File: src/rtl/sliced_alu_pkg.sv
package sliced_alu_pkg;

  typedef enum logic [2:0] {
    FN_PASS_A = 3'b000,
    FN_NOT_A  = 3'b001,
    FN_ADD    = 3'b010,
    FN_OR     = 3'b011,
    FN_AND    = 3'b100,
    FN_NOT_B  = 3'b101,
    FN_PASS_B = 3'b110,
    FN_ZERO   = 3'b111
  } fn_e;

  typedef struct packed {
    logic gt;
    logic eq;
  } cmp_t;

endpackage

File: src/rtl/alu_slice_arith.sv
module alu_slice_arith #(
  parameter int W = 8
) (
  input  logic [W-1:0] a_i,
  input  logic [W-1:0] b_i,
  input  logic         ci_i,
  output logic [W-1:0] sum_o,
  output logic         co_o
);
  logic [W:0] wide;

  always_comb begin
    wide  = {1'b0, a_i} + {1'b0, b_i} + {{W{1'b0}}, ci_i};
    sum_o = wide[W-1:0];
    co_o  = wide[W];
  end
endmodule

File: src/rtl/alu_slice_cmp.sv
module alu_slice_cmp #(
  parameter int W = 8
) (
  input  logic [W-1:0]         a_i,
  input  logic [W-1:0]         b_i,
  output sliced_alu_pkg::cmp_t flg_o
);
  always_comb begin
    flg_o.gt = (a_i > b_i);
    flg_o.eq = (a_i == b_i);
  end
endmodule

File: src/rtl/alu_slice.sv
module alu_slice
  import sliced_alu_pkg::*;
#(
  parameter int W = 8
) (
  input  logic [W-1:0] a_i,
  input  logic [W-1:0] b_i,
  input  logic         ci_i,
  input  fn_e          fn_i,
  output logic [W-1:0] y_o,
  output logic         co_o,
  output cmp_t         flg_o
);
  logic [W-1:0] sum;
  logic         sum_co;

  alu_slice_arith #(.W(W)) u_arith (
    .a_i  (a_i),
    .b_i  (b_i),
    .ci_i (ci_i),
    .sum_o(sum),
    .co_o (sum_co)
  );

  alu_slice_cmp #(.W(W)) u_cmp (
    .a_i  (a_i),
    .b_i  (b_i),
    .flg_o(flg_o)
  );

  always_comb begin
    co_o = 1'b0;
    unique case (fn_i)
      FN_PASS_A: y_o = a_i;
      FN_NOT_A:  y_o = ~a_i;
      FN_ADD: begin
        y_o  = sum;
        co_o = sum_co;
      end
      FN_OR:     y_o = a_i | b_i;
      FN_AND:    y_o = a_i & b_i;
      FN_NOT_B:  y_o = ~b_i;
      FN_PASS_B: y_o = b_i;
      default:   y_o = '0;
    endcase
  end
endmodule

File: src/rtl/alu_cmp_merge.sv
module alu_cmp_merge
  import sliced_alu_pkg::*;
#(
  parameter int N = 4
) (
  input  cmp_t [N-1:0] slc_i,
  output logic         gt_o,
  output logic         eq_o
);
  always_comb begin
    gt_o = 1'b0;
    eq_o = 1'b1;
    for (int i = 0; i < N; i++) begin
      gt_o = slc_i[i].gt | (slc_i[i].eq & gt_o);
      eq_o = eq_o & slc_i[i].eq;
    end
  end
endmodule

File: src/rtl/sliced_alu.sv
module sliced_alu
  import sliced_alu_pkg::*;
#(
  parameter int SLICE_W = 8,
  parameter int SLICES  = 4,
  localparam int DW     = SLICE_W * SLICES
) (
  input  logic [DW-1:0] opa_i,
  input  logic [DW-1:0] opb_i,
  input  logic          cin_i,
  input  logic [2:0]    fsel_i,
  output logic [DW-1:0] res_o,
  output logic          cout_o,
  output logic          gt_o,
  output logic          eq_o
);
  logic [SLICES:0]    carry;
  cmp_t [SLICES-1:0]  flg;
  fn_e                fn;

  assign fn       = fn_e'(fsel_i);
  assign carry[0] = cin_i;

  for (genvar s = 0; s < SLICES; s++) begin : g_slice
    alu_slice #(.W(SLICE_W)) u_slice (
      .a_i  (opa_i[s*SLICE_W +: SLICE_W]),
      .b_i  (opb_i[s*SLICE_W +: SLICE_W]),
      .ci_i (carry[s]),
      .fn_i (fn),
      .y_o  (res_o[s*SLICE_W +: SLICE_W]),
      .co_o (carry[s+1]),
      .flg_o(flg[s])
    );
  end

  assign cout_o = carry[SLICES];

  alu_cmp_merge #(.N(SLICES)) u_merge (
    .slc_i(flg),
    .gt_o (gt_o),
    .eq_o (eq_o)
  );
endmodule

File: config.mk
export PLATFORM = sky130hd
export DESIGN_NAME = sliced_alu
export DESIGN_NICKNAME = d
export VERILOG_FILES = /design/src/rtl/sliced_alu_pkg.sv /design/src/rtl/alu_slice_arith.sv /design/src/rtl/alu_slice_cmp.sv /design/src/rtl/alu_slice.sv /design/src/rtl/alu_cmp_merge.sv /design/src/rtl/sliced_alu.sv
export SDC_FILE = /design/constraint.sdc
export NUM_CORES = 1
export LEC_CHECK = 0
export BUFFER_PORTS_ARGS = -buffer_cell sky130_fd_sc_hd__buf_2
export CORE_MARGIN = 2
export CORE_UTILIZATION = 60
export DETAILED_ROUTE_END_ITERATION = 12
export PLACE_DENSITY = 0.95
export SLEW_MARGIN = 20
export SYNTH_ARGS = -nofsm -noshare
export SYNTH_HDL_FRONTEND = slang
export SYNTH_SLANG_ARGS = --single-unit
File: constraint.sdc
create_clock -name vclk -period 19.1
set_input_delay 3.82 -clock vclk [all_inputs]
set_output_delay 3.82 -clock vclk [all_outputs]
set_load 0.02 [all_outputs]
==> impl_metrics.env <==
export IMPL_drv_slew=0
export IMPL_yosys_warnings=0
export IMPL_dieArea_sq_um=8230
export IMPL_min_delay_start="opb_i[1]"
export IMPL_status="finished clean"
export IMPL_drc=0
export IMPL_nFillCells=636
export IMPL_rsz0062_at_grt="false"
export IMPL_p_leak_nw=2.54
export IMPL_vias=5128
export IMPL_post_cts_buffers=0
export IMPL_drt_initial_drc_count=359
export IMPL_multi_input_area_sq_um=4040
export IMPL_diodes=0
export IMPL_numPortBuffers=103
export IMPL_crit_top_cell="fa_1"
export IMPL_grt_pass1_wl_um=21000
export IMPL_fin_crit_ns=14.52
export IMPL_setup_viol=0
export IMPL_tns_ns=0
export IMPL_clock_fmax_mhz=68.9
export IMPL_area_delta_synth_final_pct=11.4
export IMPL_worstPathArrival_ns=10.70
export IMPL_gp_congestion=0.901
export IMPL_relSlewSlack_pct=28.1
export IMPL_avgSynthCellArea_sq_um=6.97
export IMPL_holdPathEnd="res_o[1]"
export IMPL_wl_um=12700
export IMPL_cp_slowest_cell="fa_1"
export IMPL_final_seq_area_sq_um=0
export IMPL_fin_cells=818
export IMPL_grt_start_max_net_pins=103
export IMPL_required_ns=15.28
export IMPL_worst_path_max_fanout=6
export IMPL_synth_area_sq_um=4510
export IMPL_ant_nets=0
export IMPL_synth_nets=820
export IMPL_end_kind="output pin"
export IMPL_core_rowCount=31
export IMPL_whs_path_depth=5
export IMPL_first_global_vias=4738
export IMPL_wire_per_inst_um=15.6
export IMPL_synthCells=648
export IMPL_clock_buffer_count=0
export IMPL_hold_buffers=0
export IMPL_fin_nets=893
export IMPL_synth_cell_types=53
export IMPL_io_pins=103
export IMPL_ys_seq_area_share_pct=0
export IMPL_grt_use_total_pct=29.2
export IMPL_dp_cells=818
export IMPL_vias_per_cell=6.27
export IMPL_fin_crit_sh_pct=76.0
export IMPL_crit_path_max_incr_delay_ns=0.43
export IMPL_n_sequential_cell=0
export IMPL_antenna_found_initial=0
export IMPL_drv_cap=0
export IMPL_initial_core_util_pct=62.2
export IMPL_min_path_type="in -> out"
export IMPL_criticalPathCategory="in -> out"
export IMPL_cellPowerDensity_nw_per_um2=27.3
export IMPL_dp_hpwl_um=9690
export IMPL_ctsResizeCount=0
export IMPL_die_y_um=90.7
export IMPL_timing_hold_ws_ns=8.11
export IMPL_core_area_sq_um=7250
export IMPL_tightest_slew_ns=1.08
export IMPL_dr_pass1_iters=5
export IMPL_drive_above_1_share_pct=16.0
export IMPL_ir_drop_uv=17.0
export IMPL_grt_ovfl_total=0
export IMPL_finalHoldViolCount=0
export IMPL_die_x_um=90.7
export IMPL_startpoint_type="input pin"
-- synthesized netlist by cell type, types with 2 or more instances --
cell type,n,share of area [%]
o31ai_1,5,0.83
a31oi_1,5,0.69
o21a_1,4,0.67
nor4_1,7,0.97
a21oi_1,38,4.2
buf_1,5,0.42
o311ai_0,3,0.58
xor2_1,5,0.97
fa_1,8,3.5
o21ai_1,14,1.6
a311oi_1,2,0.39
xnor2_1,20,3.9
o22ai_1,4,0.55
and2_1,2,0.28
nand3b_1,10,1.7
mux2_2,5,1.2
nand4_1,3,0.42
nor2_1,60,5.0
nand3_1,7,0.78
o21ai_0,57,6.3
a22oi_1,8,1.3
o21bai_1,6,1.0
o311ai_1,2,0.39
nor2b_1,11,1.5
a211o_1,2,0.39
inv_1,83,6.9
o221ai_1,9,1.7
or3_1,2,0.28
or2_1,2,0.28
clkbuf_1,13,1.1
buf_2,18,2.0
o311a_1,2,0.44
a221o_1,2,0.44
a211oi_1,13,2.2
nor3_1,11,1.2
nand2_1,23,1.9
a221oi_1,6,1.2
ha_1,96,27
nand2b_1,7,0.97
nor3b_1,4,0.67
o211ai_1,21,3.5
mux2i_1,32,7.1
-- worst max-delay path, delay by kind of cell --
family          cells  cell delay (ns)
fa+ha+maj           8             3.14
buf+inv             4             0.51
simple gates        6             0.81
compound gates     17             2.42
-- cell type report --
class	instances	share of cell area [%]
inverters	84	6.27
repair buffers	107	10.9
multi-input cells	528	80.4
well taps	99	2.46
-- metal layers --
metal	GRT usage (%)	up-vias	routed length (um)
met5	0	-	0
met4	6.92	0	252
met3	1.50	32	1030
met2	53.7	254	6230
met1	37.2	2393	5230
li1	-	2449	-
-- layout by cell type (no fill, tap or decap), types with 6 or more instances in the layout --
cell type	synthesis	routed
mux2i_1	32	32
nor2b_1	11	11
o21bai_1	6	6
nand2b_1	7	7
a21oi_1	38	38
o211ai_1	21	21
nand3b_1	10	10
inv_1	83	83
fa_1	8	8
buf_2	18	102
o21ai_1	14	14
nand3_1	7	7
a221oi_1	6	6
nor2_1	60	60
ha_1	96	96
nand2_1	23	23
a211oi_1	13	13
a22oi_1	8	8
o221ai_1	9	9
nor4_1	7	7
nor3_1	11	11
xnor2_1	20	20
o21ai_0	57	57
-- stage by stage --
stage / setup WS (ns) / area [sq um] / utilization [%] / power, mW
finish: 4.58 / 5030 / 69.3 / 0.137
CTS: 4.59 / 5030 / 69.3 / 0.135
floorplan: 5.31 / 4510 / - / 0.0946
global route: 3.98 / 5030 / 69.3 / 0.151
detailed placement: 4.65 / 5030 / 69.3 / 0.134
global placement: 4.94 / 5030 / 69.3 / 0.128
-- kinds of logic (layout without fill, tap and decap cells) --
group                    Yosys count  after routing  share of synthesized area, %
XOR/XNOR                          25             25                          4.85
multiplexers                      37             37                          8.34
AND/OR/NAND/NOR                  153            153                          16.7
buffers and inverters            120            191                          10.5
AO/OA/AOI/OAI                    209            209                          29.5
adder cells (fa/ha/maj)          104            104                          30.2
-- report_power, final --
part | internal, mW | switching, mW | total [mW]
sequential | 0 | 0 | 0
clock | 0 | 0 | 0
combinational | 0.0535 | 0.0836 | 0.137
total | 0.0535 | 0.0836 | 0.137
-- worst max-delay path by stage --
stage | cells after the start | from | slack, ns | endpoint
finish | 35 | opb_i[0] | 4.58 | res_o[30]
global route | 35 | opb_i[0] | 3.98 | res_o[30]
CTS | 35 | opb_i[0] | 4.59 | res_o[30]
detailed placement | 35 | opb_i[0] | 4.65 | res_o[30]
global placement | 35 | opb_i[0] | 4.94 | res_o[30]
floorplan | 33 | opa_i[0] | 5.31 | res_o[30]
(Power assumes the default switching activity.)
